File: src/rtl/sdram_boot_seq.sv
module sdram_boot_seq #(
  parameter int unsigned CLK_PERIOD_PS   = 5000,
  parameter int unsigned POWERUP_WAIT_PS = 100_000_000
) (
  input  logic       clk,
  input  logic       rst,
  input  logic       cmd_done,
  output logic       cmd_req,
  output logic [1:0] cmd_op,
  output logic       cke,
  output logic       init_done
);
  localparam longint unsigned RAW_CYC =
    (longint'(POWERUP_WAIT_PS) + longint'(CLK_PERIOD_PS) - 1) / longint'(CLK_PERIOD_PS);
  localparam int unsigned WAIT_CYC = (RAW_CYC < 1) ? 1 : int'(RAW_CYC);
  localparam int unsigned CW = $clog2(WAIT_CYC + 1);

  typedef enum logic [2:0] {S_WAIT, S_PRE, S_REF1, S_REF2, S_LMR, S_DONE} st_t;

  st_t           st;
  logic [CW-1:0] cnt;
  logic          issued;
  logic          in_cmd;

  assign in_cmd    = (st == S_PRE) || (st == S_REF1) || (st == S_REF2) || (st == S_LMR);
  assign cmd_req   = in_cmd && !issued;
  assign init_done = (st == S_DONE);

  always_comb begin
    case (st)
      S_PRE:          cmd_op = 2'b01;
      S_REF1, S_REF2: cmd_op = 2'b10;
      S_LMR:          cmd_op = 2'b11;
      default:        cmd_op = 2'b00;
    endcase
  end

  always_ff @(posedge clk) begin
    if (rst) begin
      st     <= S_WAIT;
      cnt    <= '0;
      issued <= 1'b0;
      cke    <= 1'b0;
    end else begin
      cke <= 1'b1;
      if (st == S_WAIT) begin
        if (cnt == CW'(WAIT_CYC - 1)) st <= S_PRE;
        else                          cnt <= cnt + 1'b1;
      end else if (in_cmd) begin
        if (!issued) begin
          issued <= 1'b1;
        end else if (cmd_done) begin
          issued <= 1'b0;
          case (st)
            S_PRE:   st <= S_REF1;
            S_REF1:  st <= S_REF2;
            S_REF2:  st <= S_LMR;
            default: st <= S_DONE;
          endcase
        end
      end
    end
  end
endmodule

File: config.mk
export PLATFORM = sky130hd
export DESIGN_NAME = sdram_boot_seq
export DESIGN_NICKNAME = d
export VERILOG_FILES = /design/src/rtl/sdram_boot_seq.sv
export SDC_FILE = /design/constraint.sdc
export NUM_CORES = 1
export LEC_CHECK = 0
export ABC_CLOCK_PERIOD_IN_PS = 2200
export BUFFER_PORTS_ARGS = -buffer_cell sky130_fd_sc_hd__buf_2
export CORE_MARGIN = 8
export CORE_UTILIZATION = 30
export DETAILED_ROUTE_END_ITERATION = 10
export GPL_TIMING_DRIVEN = 0
export PLACE_DENSITY_LB_ADDON = 0.08
export SLEW_MARGIN = 40
export SYNTH_ARGS = -nofsm -noshare
export SYNTH_HDL_FRONTEND = slang
export SYNTH_SLANG_ARGS = --single-unit
File: constraint.sdc
create_clock -name clk -period 2.2 [get_ports clk]
set_input_delay 0.11 -clock clk [delete_from_list [all_inputs] [get_ports clk]]
set_output_delay 0.11 -clock clk [all_outputs]
set_load 0.005 [all_outputs]
==> results of run 1 <==
area by class of cell:
type / instances / area, µm²
timing repair buffer: 7 / 35.0
multi-input combinational: 90 / 572
tap: 46 / 57.6
fill: 342 / 2160
buffer: 6 / 25.0
clock buffer: 3 / 22.5
sequential: 20 / 400
inverter: 3 / 11.3
routing by layer:
layer | vias to the layer above | global-route usage (%)
li1 | 450 | -
met1 | 394 | 11.2
met2 | 15 | 13.8
met3 | 2 | 1.75
met4 | 0 | 5.32
met5 | - | 0
placed cells by master, fill, tap and decap left out, drive strengths merged:
| master | count |
|---|---|
| dfxtp | 20 |
| nor2 | 18 |
| buf | 9 |
| nand2 | 9 |
| xnor2 | 8 |
| a21oi | 7 |
| clkbuf | 7 |
| nor3 | 5 |
| nor4 | 5 |
| o21ai | 4 |
| or3 | 4 |
| nand4 | 4 |
| or4 | 4 |
| inv | 3 |
| nand3 | 3 |
| o31ai | 3 |
| or4b | 3 |
| mux2 | 3 |
| nor2b | 2 |
| or2 | 2 |
| nor3b | 1 |
| a222oi | 1 |
| xor2 | 1 |
| a41oi | 1 |
| mux2i | 1 |
| ha | 1 |
tightest hold or removal path, stage by stage:
cell and delay, ps:
sky130_fd_sc_hd__buf_2 80, sky130_fd_sc_hd__a41oi_1 120, sky130_fd_sc_hd__nor2_1 80
power breakdown:
part	internal, µW	total [µW]	switching (µW)
combinational	8.09	20.4	12.3
clock	63.9	182	118
sequential	368	372	4.83
how the worst max path moves through the flow:
stage	startpoint	endpoint	slack [ps]	cells after the start
finish	cnt[0]	cnt[14]	170	5
global route	cnt[0]	cnt[14]	6	5
CTS	cnt[0]	cnt[5]	130	5
detailed placement	cnt[0]	cnt[5]	150	5
global placement	cnt[0]	cnt[5]	130	5
floorplan	cnt[0]	cnt[14]	410	5
stage by stage:
step	total power, µW	instance area [µm²]	worst slack (ps)
after floorplan	393	1010	407
after global placement	401	1100	132
after detailed placement	402	1100	151
after CTS	589	1120	130
after global routing	599	1120	6.08
final	574	1120	171
sequential cells by signal, indices dropped and copies added (netlist names):
name and cells:
cke 1, issued 1, st 3, cnt 15
cells by family (layout without fill, tap and decap cells):
kind of cell,Yosys count,count (layout),synth area share [%]
simple gates,60,60,33.7
flops,20,20,39.7
compound gates,16,16,9.55
xor+xnor,9,9,7.82
buf+inv,9,19,3.60
mux,4,4,4.34
fa+ha+maj,1,1,1.24
Yosys cell counts (all sizes together), types with 2 or more instances:
cell / instances / area [µm²]
nand3: 3 / 15.0
nand2: 9 / 33.8
a21oi: 7 / 35.0
o21ai: 4 / 20.0
or3: 4 / 25.0
or4: 4 / 30.0
nor3: 5 / 25.0
clkbuf: 4 / 15.0
or2: 2 / 12.5
inv: 3 / 11.3
nor2: 18 / 70.1
or4b: 3 / 37.5
nor4: 5 / 46.3
xnor2: 8 / 70.1
dfxtp: 20 / 400
nand4: 4 / 25.0
buf: 2 / 10.0
mux2: 3 / 33.8
o31ai: 3 / 22.5
nor2b: 2 / 12.5
==> flow_summary_export.csv, run 1 <==
group,metric,value,unit
setup_path,ff2ff_path_depth,5,
run_status,run_status,"complete, no violations",
final_layout,number_of_inserted_diodes,0,
worst_hold_path,timing.hold.worst_path_depth,3,
yosys,synthesis.nets,123,
setup_path,critical_path_class,"reg -> reg",
drt,vias_cell,4.92,
setup_path,timing.critical_path.max_delay_family,"simple AND/OR/NAND/NOR gates",
drt,drt_first_pass_iters,5,
grt,largest_net_degree_at_the_start_of_global_routing,11,
place,io_buffers,7,
place,detailed_place_hpwl,1540,µm
final_layout,syn2layout_area_growth,11.4,%
sta,setup_total_negative_slack,0,ps
setup_path,critical-path-slowest-cell,"sky130_fd_sc_hd__or4_1",
grt,antenna_found_initial,0,
setup_path,timing.critical_path.from_type,"flop",
drt,highest-signal-layer,"met4",
drt,met1_length,1090,µm
grt,grt_pass1_wl,3820,µm
drt,wl_per_cell,12.3,µm
clock_network,clock_tree.root_cell,"sky130_fd_sc_hd__clkbuf_4",
final_layout,drive_gt1_share,14.0,%
place,placer_congestion_estimate,0.719,
sta,layout_worst_path_cycle_share,92.2,%
clock_network,cts_max_level,1,
clock_network,cts.sink_count,20,
worst_hold_path,endpoint_of_the_worst_hold_timing_path,"st[2]",
power_and_ir_drop,worst_ir_drop_vdd,253,µV
power_and_ir_drop,cellPowerDensity,511,nW/µm²
grt,grt_overflow_total,0,
die,fp.coreArea,3280,µm²
drt,post-route-drc-count,0,
final_layout,finish.net_count,135,
clock_network,cts_hold_repair.buffers,0,
sta,final-hold-violation-count,0,
setup_path,cp.buffers_inverters,0,
yosys,syn_avg_cell_area,8.47,µm²
die,chipHeight,74.0,µm
final_layout,layoutNonFillerInstCount,175,
clock_network,cts-buffers-inserted,3,
drt,antenna_left,0,
sta,finalClockSkew,4.66,ps
drt,drt_first_iter_violations,41,
die,top_level_ports,8,
sta,max_slew.worst_pin.slew,487,ps
drt,sum_of_met2_wire_segment_lengths_after_detailed_routing,985,µm
die,fp-row-count,21,
drt,via_count,861,
setup_path,setup.worst_path.end_class,"flop",
yosys,share_of_synthesized_registers_carrying_an_async_set_or_reset,0,%
setup_path,worstReg2RegStart,"cnt[0]",
setup_path,regToRegSetupSlack,170,ps
clock_network,clock_path_buffers,2,
die,die_area,5470,µm²
sta,headroom_to_the_max_slew_limit,67.3,%
worst_hold_path,timing.hold.worst.class,"in -> reg",
clock_network,clk-insertion-delay-late,300,ps
yosys,post_synth_instance_area,1010,µm²
yosys,synth_enable_flop_cells,0,
sta,finalSetupViolations,0,
sta,max_clock_freq,493,MHz
yosys,synth_top_flop_cell,"sky130_fd_sc_hd__dfxtp_1",
worst_hold_path,hold_path.startpoint,"cmd_done",
power_and_ir_drop,p_leak,0.000391,µW
clock_network,postCtsSetupRepairBufs,0,
flow_run,maxCapViolCount,0,
yosys,number_of_library_cell_types_mapped_by_synthesis,31,
setup_path,cp_data_required_time,2440,ps
setup_path,path_max_fanout,9,
drt,met3WireLength,55,µm
drt,routed_wl,2160,µm
die,chipWidth,74.0,µm
setup_path,r2r-end,"cnt[14]",
die,initial_utilization,30.7,%
setup_path,critical_path.max_stage_delay,500,ps
sta,timing.final.crit_period,2030,ps
final_layout,final_core_utilization,34.2,%
grt,vias_in_the_first_global_route,823,
clock_network,clock_pin_slew_on_the_worst_setup_and_hold_paths,120,ps
yosys,synth-seq-cells,20,
sta,timing_max_transition_violations_final,0,
place,placed_cells_incl_taps,172,
sta,final.hold.worst_slack,129,ps
yosys,synth_cells,119,
setup_path,data_arrival_at_the_endpoint_of_the_critical_path,2270,ps
yosys,synth-seq-area-share,39.7,%
grt,grt_usage,8.94,%
setup_path,critical_path.cell_chain,"ha_1 > nand3_1 > or2_2 > or4_1 > a21oi_1",
sta,grt_setup_unrepaired,"false",
clock_network,tritoncts,"done",
yosys,synth-warning-count,0,
clock_network,post_cts_resized,0,
No activity file was read; power rests on OpenSTA's default activity.
==> run 2: changes to the inputs <==
- ABC_CLOCK_PERIOD_IN_PS: 2200 -> 2000
- RECOVER_POWER: not set -> 25
- clock period: 2.2 -> 2 ns (I/O delays scaled with it)
==> run 2 against run 1 <==
  * Clock power increased by 10%
  * Cell count increased by 1.1%
  * Sequential cell count unchanged
  * Setup slack got worse by 37 ps
  * Global-route usage about the same
  * Power increased by 10%
  * Combinational power increased by 12%
  * Critical endpoint is now cnt[5]
  * Final area increased by 2.1%
  * Clock skew about the same
  * Core utilization increased by 0.72 points
==> flow_summary_export.csv, run 2 (same netlist as run 1, synthesis figures left out) <==
group,metric,value,unit
run_status,run_status,"complete, no violations",
sta,layout_worst_path_cycle_share,93.3,%
grt,vias_in_the_first_global_route,829,
grt,grt_usage,8.96,%
clock_network,clk-insertion-delay-late,300,ps
drt,drt_first_pass_iters,6,
clock_network,clock_path_buffers,2,
grt,grt_pass1_wl,3840,µm
clock_network,cts.sink_count,20,
setup_path,path_max_fanout,7,
sta,max_clock_freq,536,MHz
drt,routed_wl,2190,µm
drt,wl_per_cell,12.4,µm
setup_path,critical_path.cell_chain,"or4b_4 > nor4_4 > buf_4 > nor4_1 > mux2_1",
final_layout,final_cell_mix,"sky130_fd_sc_hd__dfxtp_1, sky130_fd_sc_hd__nor2_1, sky130_fd_sc_hd__nand2_1",
place,post-place-ws,-48.8,ps
grt,grt_overflow_total,0,
clock_network,cts_hold_repair.buffers,0,
drt,vias_cell,4.92,
die,top_level_ports,8,
clock_network,cts_max_level,1,
final_layout,largest-register,"cnt",
power_and_ir_drop,overall_power_consumption,634,µW
place,placed_cells_incl_taps,172,
clock_network,clock_tree.root_cell,"sky130_fd_sc_hd__clkbuf_4",
grt,most_utilized_layer_in_the_global_route_result,"met2",
sta,grt_setup_unrepaired,"false",
final_layout,syn2layout_area_growth,13.8,%
drt,via_count,870,
final_layout,number_of_inserted_diodes,0,
sta,headroom_to_the_max_slew_limit,67.6,%
final_layout,largest_register_ff_count,15,
setup_path,data_arrival_at_the_endpoint_of_the_critical_path,2070,ps
grt,antenna_found_initial,0,
die,fp.coreArea,3280,µm²
worst_hold_path,hold_path.startpoint,"cmd_done",
sta,finalClockSkew,4.22,ps
clock_network,tritoncts,"done",
clock_network,cts-buffers-inserted,3,
sta,final.hold.worst_slack,113,ps
grt,global_route.usage.met2,13.8,%
grt,grt.met1_usage,11.3,%
power_and_ir_drop,worst_ir_drop_vdd,284,µV
final_layout,nFillCells,345,
place,io_buffers,7,
setup_path,timing.critical_path.from_type,"flop",
drt,antenna_left,0,
worst_hold_path,timing.hold.worst.class,"in -> reg",
die,chipHeight,74.0,µm
final_layout,finish.net_count,137,
power_and_ir_drop,cellPowerDensity,553,nW/µm²
setup_path,critical_path.max_stage_delay,500,ps
final_layout,drive_gt1_share,13.7,%
grt,largest_net_degree_at_the_start_of_global_routing,11,
sta,final-hold-violation-count,0,
die,initial_utilization,30.7,%
power_and_ir_drop,p_leak,0.000392,µW
sta,timing_max_transition_violations_final,0,
setup_path,timing.critical_path.max_delay_family,"simple AND/OR/NAND/NOR gates",
grt,grt_use_met3,1.75,%
clock_network,clock_pin_slew_on_the_worst_setup_and_hold_paths,120,ps
setup_path,cp.buffers_inverters,1,
die,die_area,5470,µm²
setup_path,critical_path_class,"reg -> reg",
sta,timing.final.crit_period,1870,ps
sta,max_slew.worst_pin.slew,486,ps
die,chipWidth,74.0,µm
final_layout,layout_top_registers,"cnt: 15 flops, st: 3 flops",
sta,finalSetupViolations,0,
final_layout,layoutNonFillerInstCount,177,
place,placer_congestion_estimate,0.719,
place,detailed_place_hpwl,1540,µm
setup_path,worst_setup_path_startpoint,"cnt[4]",
flow_run,maxCapViolCount,0,
die,fp-row-count,21,
setup_path,worstReg2RegStart,"cnt[4]",
setup_path,setup.worst_path.end_class,"flop",
drt,post-route-drc-count,0,
setup_path,critical-path-slowest-cell,"sky130_fd_sc_hd__or4b_4",
sta,post-route-worst-setup-slack,135,ps
sta,setup_total_negative_slack,0,ps
drt,drt_first_iter_violations,44,
final_layout,final_common_cell,"sky130_fd_sc_hd__dfxtp_1",
setup_path,cp_data_required_time,2210,ps
run 2: changes by cell type in the layout (fill, tap and decap cells not counted):
cell                       before  now
sky130_fd_sc_hd__nand3_4        0    1
sky130_fd_sc_hd__nand3_1        3    2
sky130_fd_sc_hd__buf_2          9    6
sky130_fd_sc_hd__buf_4          0    2
sky130_fd_sc_hd__clkbuf_1       4    7
run 2: worst reg2reg max path, cell delays in order (launching register included):
cell                      delay, ps
sky130_fd_sc_hd__dfxtp_1        450
sky130_fd_sc_hd__or4b_4         500
sky130_fd_sc_hd__nor4_4         270
sky130_fd_sc_hd__buf_4          180
sky130_fd_sc_hd__nor4_1          60
sky130_fd_sc_hd__mux2_1         310
run 2: power breakdown:
group          switching, µW  internal (µW)  total (µW)
combinational           14.1           8.69        22.8
sequential              6.10            404         410
clock                    131           70.3         201
total                    151            483         634
run 2: metrics by stage:
stage | utilization, % | cell area [µm²]
floorplan | - | 1010
global placement | 33.5 | 1100
detailed placement | 33.5 | 1100
CTS | 34.8 | 1140
global route | 34.9 | 1150
finish | 34.9 | 1150
run 2: final cells by class:
class | count | area (µm²) | area share [%]
sequential | 20 | 400 | 34.9
timing repair buffer | 9 | 46.3 | 4.03
clock buffer | 3 | 22.5 | 1.96
buffer | 6 | 25.0 | 2.18
multi-input combinational | 90 | 584 | 50.9
tap | 46 | 57.6 | 5.02
inverter | 3 | 11.3 | 0.981
run 2: routing by layer:
layer,vias up,part of all wire [%]
met2,9,45
met5,-,0
li1,455,-
met3,5,2.2
met1,401,51
met4,0,2.2
run 2: what timing repair did:
action	in CTS	in global routing
endpoints found under the setup margin	3	1
endpoints found under the hold margin	0	0
buffers inserted	2	0
pin swaps	1	0
resized for setup	1	1
cloned	0	0
run 2: path summary, 6_finish.rpt:
path,to,slack (ps),cells past startpoint
hold / removal,st[2],110,3
setup / recovery,cnt[5],130,5
setup reg to reg,cnt[5],130,5
hold reg to reg,cnt[14],500,2
